## src/rtl/rtc_alarm_match.sv

```systemverilog
module rtc_alarm_match #(
  parameter bit HAS_DAY = 1'b1,
  parameter bit HAS_MON = 1'b1,
  parameter int AW      = 3
) (
  input  logic          clk,
  input  logic          rst_n,
  input  logic          wr_en,
  input  logic [AW-1:0] wr_addr,
  input  logic [7:0]    wr_data,
  input  logic [AW-1:0] rd_addr,
  output logic [7:0]    rd_data,
  input  logic          upd_done,
  input  logic [7:0]    now_sec,
  input  logic [7:0]    now_min,
  input  logic [7:0]    now_hour,
  input  logic [7:0]    now_day,
  input  logic [7:0]    now_mon,
  output logic          alarm_hit
);

  localparam logic [AW-1:0] A_SEC  = AW'(0);
  localparam logic [AW-1:0] A_MIN  = AW'(1);
  localparam logic [AW-1:0] A_HOUR = AW'(2);
  localparam logic [AW-1:0] A_DAY  = AW'(3);
  localparam logic [AW-1:0] A_MON  = AW'(4);
  localparam logic [AW-1:0] A_CTL  = AW'(5);

  logic [7:0] al_sec, al_min, al_hour, al_day, al_mon;
  logic       armed;
  logic       wr_sec, wr_min, wr_hour, wr_day, wr_mon, wr_ctl, fld_wr;
  logic       eq_sec, eq_min, eq_hour, eq_day, eq_mon;

  function automatic logic wild(input logic [7:0] b);
    return &b[7:6];
  endfunction

  assign wr_sec  = wr_en && wr_addr == A_SEC;
  assign wr_min  = wr_en && wr_addr == A_MIN;
  assign wr_hour = wr_en && wr_addr == A_HOUR;
  assign wr_day  = wr_en && wr_addr == A_DAY && HAS_DAY;
  assign wr_mon  = wr_en && wr_addr == A_MON && HAS_MON;
  assign wr_ctl  = wr_en && wr_addr == A_CTL;
  assign fld_wr  = wr_sec | wr_min | wr_hour | wr_day | wr_mon;

  always_ff @(posedge clk or negedge rst_n) begin
    if (!rst_n) begin
      al_sec  <= 8'hFF;
      al_min  <= 8'hFF;
      al_hour <= 8'hFF;
    end else begin
      if (wr_sec)  al_sec  <= wr_data;
      if (wr_min)  al_min  <= wr_data;
      if (wr_hour) al_hour <= wr_data;
    end
  end

  generate
    if (HAS_DAY) begin : g_day
      always_ff @(posedge clk or negedge rst_n) begin
        if (!rst_n)      al_day <= 8'hFF;
        else if (wr_day) al_day <= wr_data;
      end
      assign eq_day = wild(al_day) || al_day[5:0] == 6'd0 ||
                      al_day[5:0] == now_day[5:0];
    end else begin : g_no_day
      assign al_day = 8'h00;
      assign eq_day = 1'b1;
    end

    if (HAS_MON) begin : g_mon
      always_ff @(posedge clk or negedge rst_n) begin
        if (!rst_n)      al_mon <= 8'hFF;
        else if (wr_mon) al_mon <= wr_data;
      end
      assign eq_mon = wild(al_mon) || al_mon == now_mon;
    end else begin : g_no_mon
      assign al_mon = 8'h00;
      assign eq_mon = 1'b1;
    end
  endgenerate

  assign eq_sec  = wild(al_sec)  || al_sec  == now_sec;
  assign eq_min  = wild(al_min)  || al_min  == now_min;
  assign eq_hour = wild(al_hour) || al_hour == now_hour;

  always_ff @(posedge clk or negedge rst_n) begin
    if (!rst_n)      armed <= 1'b0;
    else if (fld_wr) armed <= 1'b0;
    else if (wr_ctl) armed <= wr_data[0];
  end

  always_ff @(posedge clk or negedge rst_n) begin
    if (!rst_n) alarm_hit <= 1'b0;
    else        alarm_hit <= upd_done && armed &&
                             eq_sec && eq_min && eq_hour && eq_day && eq_mon;
  end

  always_comb begin
    case (rd_addr)
      A_SEC:   rd_data = al_sec;
      A_MIN:   rd_data = al_min;
      A_HOUR:  rd_data = al_hour;
      A_DAY:   rd_data = al_day;
      A_MON:   rd_data = al_mon;
      A_CTL:   rd_data = {7'd0, armed};
      default: rd_data = 8'h00;
    endcase
  end

endmodule

```

## config.mk

```make
export PLATFORM = sky130hd
export DESIGN_NAME = rtc_alarm_match
export DESIGN_NICKNAME = d
export VERILOG_FILES = /design/src/rtl/rtc_alarm_match.sv
export SDC_FILE = /design/constraint.sdc
export NUM_CORES = 1
export LEC_CHECK = 0
export ABC_CLOCK_PERIOD_IN_PS = 2000
export BUFFER_PORTS_ARGS = -buffer_cell sky130_fd_sc_hd__buf_4
export CELL_PAD_IN_SITES_DETAIL_PLACEMENT = 1
export CELL_PAD_IN_SITES_GLOBAL_PLACEMENT = 2
export CORE_MARGIN = 3
export CORE_UTILIZATION = 30
export CTS_BUF_LIST = sky130_fd_sc_hd__clkbuf_16
export CTS_CLUSTER_SIZE = 10
export DETAILED_ROUTE_END_ITERATION = 8
export PLACE_DENSITY = 0.78
export SYNTH_ARGS = -nofsm -noshare
export SYNTH_HDL_FRONTEND = slang
export SYNTH_SLANG_ARGS = --single-unit
export TNS_END_PERCENT = 1
```

## constraint.sdc

```tcl
create_clock -name clk -period 2 [get_ports clk]
set_clock_uncertainty 0.15 [all_clocks]
set_input_delay 0.3 -clock clk [delete_from_list [all_inputs] [get_ports clk]]
set_output_delay 0.3 -clock clk [all_outputs]
set_load 0.01 [all_outputs]
```

Word level (Yosys, flattened, before mapping)
Cells that the tools add are included.
{"block": "totals", "out_inout_bits": 9, "input_bits": 58, "regBits": 42, "wordCells": 56}
{"block": "classes", "mux": 3, "bitwise": 4, "n_eq_ne": 15, "reduce_logical": 27}
{"cell": "$pmux 8 s6", "count": 1}
{"cell": "$eq 8x8->1", "count": 4}
{"cell": "$eq 3x2->1 const B", "count": 4}
{"cell": "$eq 3x3->1 const B", "count": 4}
{"cell": "$logic_and 1x1->1", "count": 12}
{"cell": "$reduce_and 2->1", "count": 5}
{"cell": "$eq 3x1->1 const B", "count": 2}
{"cell": "$eq 6x6->1", "count": 1}
{"cell": "$logic_not 3->1", "count": 2}
{"cell": "$logic_not 6->1", "count": 1}
{"cell": "$logic_or 1x1->1", "count": 6}
{"cell": "$or 1x1->1", "count": 4}
{"cell": "$mux 1", "count": 2}
{"cell": "$reduce_bool 2->1", "count": 1}

Depth between registers and ports, before layout
{"block": "logic_depth", "ltp_word": 7, "mapped_depth": 6, "ltp_nobuf": 5}

Worst setup path before layout
OpenSTA, ideal clock, no wires.
{"block": "synth_path", "path_type": "reg-to-reg", "startpoint": "reg al_day[4]", "endpoint": "reg alarm_hit", "synth_period_minus_slack_ns": 1.910, "n_path_buf": 0, "slack_ns": 0.090, "required_ns": 1.770, "t_arrival_ns": 1.680, "path_stages_with_launch": 6, "setup_time_ns": 0.080, "path_cell_list": "dfstp_2 or4_4 nor3_2 a221oi_1 or4_1 nor3_2"}
{"block": "synth_between", "elab_chain_cells": 5, "word_cells_on_any_way": 6, "cone_classes": "eq/ne (1); reduce/logical (5)"}
{"item": "start, declared", "line": "29", "source": "logic [7:0] al_sec, al_min, al_hour, al_day, al_mon;"}
{"item": "start signal, assigned", "line": "62", "source": "else if (wr_day) al_day <= wr_data;"}
{"item": "$logic_not 6->1", "line": "64", "source": "assign eq_day = wild(al_day) || al_day[5:0] == 6'd0 ||"}
{"item": "$logic_or 1x1->1", "line": "64"}
{"item": "$logic_or 1x1->1 (*)", "line": "64"}
{"item": "$logic_and 1x1->1 (*) (2 in a row)", "line": "96", "source": "eq_sec && eq_min && eq_hour && eq_day && eq_mon;"}
{"item": "end signal, assigned", "line": "95", "source": "else alarm_hit <= upd_done && armed &&"}
{"item": "end, declared", "line": "19", "source": "output logic alarm_hit"}
Every way passes the cells marked *; elsewhere a longest branch is shown, timed or not.
A chain may end at the register's enable or synchronous reset.

Final worst setup path
{"block": "layout_path", "startpoint": "reg al_hour[1]", "endpoint": "out rd_data[1]"}
{"block": "layout_between", "elab_chain_cells": 1}
{"item": "start, declared", "line": "29"}
{"item": "start signal, assigned", "line": "54", "source": "if (wr_hour) al_hour <= wr_data;"}
{"item": "$pmux 8 s6", "line": "100", "source": "case (rd_addr)"}
{"item": "end, declared", "line": "12", "source": "output logic [7:0] rd_data,"}
No other way between the ends.

==> reports/metrics.csv <==
stage,metric,value,unit
finish,cell area after layout,3359,um^2
yosys,Synthesis Warnings,0,
yosys,Mapped Nets,258,
setup_path,worst reg2reg endpoint,alarm_hit,
finish,non-filler cells in the finished layout,388,
setup_path,Startpoint Class,flip-flop,
setup_path,worst-path maximum fanout,2,
cts,CTS tree,built,
timing,Slew Limit Fails,0,
place,I/O Buffers,64,
drt,1st-iter DRT viols,61,
finish,ant diodes,0,
yosys,Cells after Synth,200,
drt,first-pass iteration count of the detailed router,4,
cts,CTS buffer count,5,
global_routing,M2 GR Usage,27.66,%
timing,Slew HR,64.46,%
timing,final setup violation count,1,
floorplanning,DIE HEIGHT,96.28,um
setup_path,Crit Path Class,reg2out,
floorplanning,Die ar.,9269,um^2
global_routing,largest net degree at the start of global routing,43,
timing,setup TNS,-0.005016,ns
yosys,#FFs+latches synth,42,
worst_hold_path,worst hold endpoint,alarm_hit,
place,GPL Wtd Cong,0.7583,
flow_run,Max Cap Viol,0,
finish,Synth-to-Final Area Change,37.41,%
drt,detailed-route via count,1924,
drt,Wirelength per Cell,18.14,um
pwr,PD cells,899.0,nW/um^2
global_routing,antenna violations before repair,0,
finish,share of layout cells above drive strength 1,63.99,%
pwr,Peak VDD IR,318.2,uV
timing,minimum clock period,2.005,ns
timing,crit share post-route,100.3,%
global_routing,first-pass GRT wire length,10.92,mm
drt,DRC,0,
yosys,Syn Area/Cell,12.22,um^2
run_status,failing checks,negative setup slack,
timing,max frequency,498.7,MHz
cts,Num Clock Sinks,42,
timing,RSZ-0062 raised after global routing,yes,
pwr,Leak,1.452,nW
drt,DR vias/cell,4.959,
place,Inst Count DP,378,
timing,smallest setup slack after layout,-0.005016,ns
yosys,"Seq/Total Area, Yosys",45.04,%
finish,# nets final,343,
timing,final hold violation count,0,
global_routing,vias in the first global route,2083,
floorplanning,Core Area,7807,um^2
finish,fillers,856,
cts,worst skew pair latency,0.28,ns
yosys,synthesized area,2445,um^2
worst_hold_path,Hold WC Path Type,in2reg,
floorplanning,I/O Pins,67,
global_routing,gr ovfl total,0,
setup_path,RR Startpoint,al_hour[0],
global_routing,met3 Track Usage GR,3.284,%
drt,WL final,7.039,mm
cts,Clock Root Buffer,clkbuf_16,
place,Post-DP HPWL,5.437,mm
global_routing,gr busiest metal,met2,
finish,final core occ,43.03,%
place,Placement Cell Area,3169,um^2
drt,Final ANT Viol Nets,0,
run_status,status,"complete, but fails checks",
floorplanning,site row count,32,
timing,WHS,0.1366,ns
worst_hold_path,hold path start,upd_done,
yosys,Yosys cell types,30,
setup_path,crit path DAT,1.56,ns
cts,clock slew at reported path FFs,0.06,ns
place,pre-CTS setup slack,-0.09502,ns
cts,number of H-tree levels,2,
setup_path,crit path capture type,output pin,
setup_path,Required @ worst endpoint,1.55,ns
pwr,Design Power,3.020,mW
worst_hold_path,hold path cells,3,
setup_path,flop2flop setup slack,-0.005,ns
global_routing,global routing usage on met1,20.36,%
global_routing,gr usage total,16.18,%
floorplanning,die width,96.28,um
timing,Least-Margin Pin Slew,0.5330,ns
floorplanning,Initial Utilization,31.31,%
cts,Max clock buf depth,2,
setup_path,worst reg2reg path depth,6,
==> cell families (layout without fill, tap and decap cells) <==
logic type / Yosys count / in the layout / share of synthesized area (%)
AOI/OAI and AO/OA: 19 / 19 / 5.015
xor gates and xnor gates: 38 / 38 / 13.61
buffers and inverters: 10 / 96 / 1.535
DFF: 42 / 42 / 45.04
muxes: 54 / 54 / 25.74
and+or+nand+nor: 37 / 37 / 9.059
==> layout by cell type (no fill, tap or decap), types with 5 or more instances in the layout <==
master	instances
clkbuf_16	5
nor2_1	7
nor4_1	7
buf_4	82
nand2_1	6
xor2_1	38
mux2_2	37
dfstp_2	40
mux2i_1	10
==> layer usage <==
metal  vias to the layer above  wire length [um]
met5                         -                 0
met4                         0                97
met3                         8               365
met2                        58              3650
met1                       967              2926
li1                        891                 -
==> worst max-delay path by stage <==
stage | from | end | slack, ns
6_report | al_hour[1] | rd_data[1] | -0.005
5_1_grt | al_min[2] | alarm_hit | -0.08
4_1_cts | al_hour[1] | rd_data[1] | -0.01
3_5_place_dp | al_min[6] | alarm_hit | -0.1
3_3_place_gp | al_min[6] | alarm_hit | -0.06
2_1_floorplan | al_day[4] | alarm_hit | 0.09
==> cell usage after synthesis, drive strengths merged <==
master,n,area [um^2]
dfstp,40,1051
nor3,3,30.03
nor4,9,56.30
o22ai,4,25.02
mux2i,10,100.1
o21ai,4,20.01
buf,1,3.750
nor2b,2,12.51
a221oi,1,8.760
o311a,1,10.01
nor2,7,26.28
a22o,1,8.760
nand2b,1,6.260
nor3b,2,20.02
nand3,4,20.02
a21oi,4,20.02
dfrtp,2,50.05
nand2,6,22.52
xor2,38,332.8
and3b,1,8.760
or4,2,18.77
mux4,3,67.56
a22oi,4,30.03
clkbuf,6,22.52
mux2,41,461.7
inv,3,11.26
==> cell type report <==
cell class | count | area, um^2 | share of cell area (%)
Inverter | 3 | 11.26 | 0.3352
Timing Repair Buffer | 85 | 648.1 | 19.29
Tap cell | 102 | 127.6 | 3.799
Clock buffer | 5 | 125.1 | 3.724
Multi-Input combinational cell | 148 | 1330 | 39.59
Clock inverter | 3 | 16.27 | 0.4842
Sequential cell | 42 | 1101 | 32.77
==> repair_timing <==
action                                  in CTS  in global routing
resized for setup                            7                  2
pin swaps                                    4                  3
hold buffers                                 1                  0
endpoints found under the hold margin        2                  0
endpoints found under the setup margin       4                  5
buffers inserted                             1                  0
==> worst max-delay path: stages, from the launching register on <==
cell     delay [ns]
dfstp_2        0.54
buf_4          0.11
mux2i_1        0.07
nor2_1         0.12
a21oi_1        0.05
o22ai_1        0.22
buf_4          0.16
==> power by group <==
| part | switching (mW) | internal (mW) |
|---|---|---|
| Sequential | 0.171 | 1.17 |
| Combinational | 0.374 | 0.521 |
| Clock | 0.332 | 0.456 |
| Total | 0.877 | 2.14 |
==> flip-flops by register name, indices dropped and copies added, names as in the netlist <==
signal and flops:
al_day 8, al_min 8, al_hour 8, alarm_hit 1
al_sec 8, al_mon 8, armed 1
(Power assumes the default switching activity.)
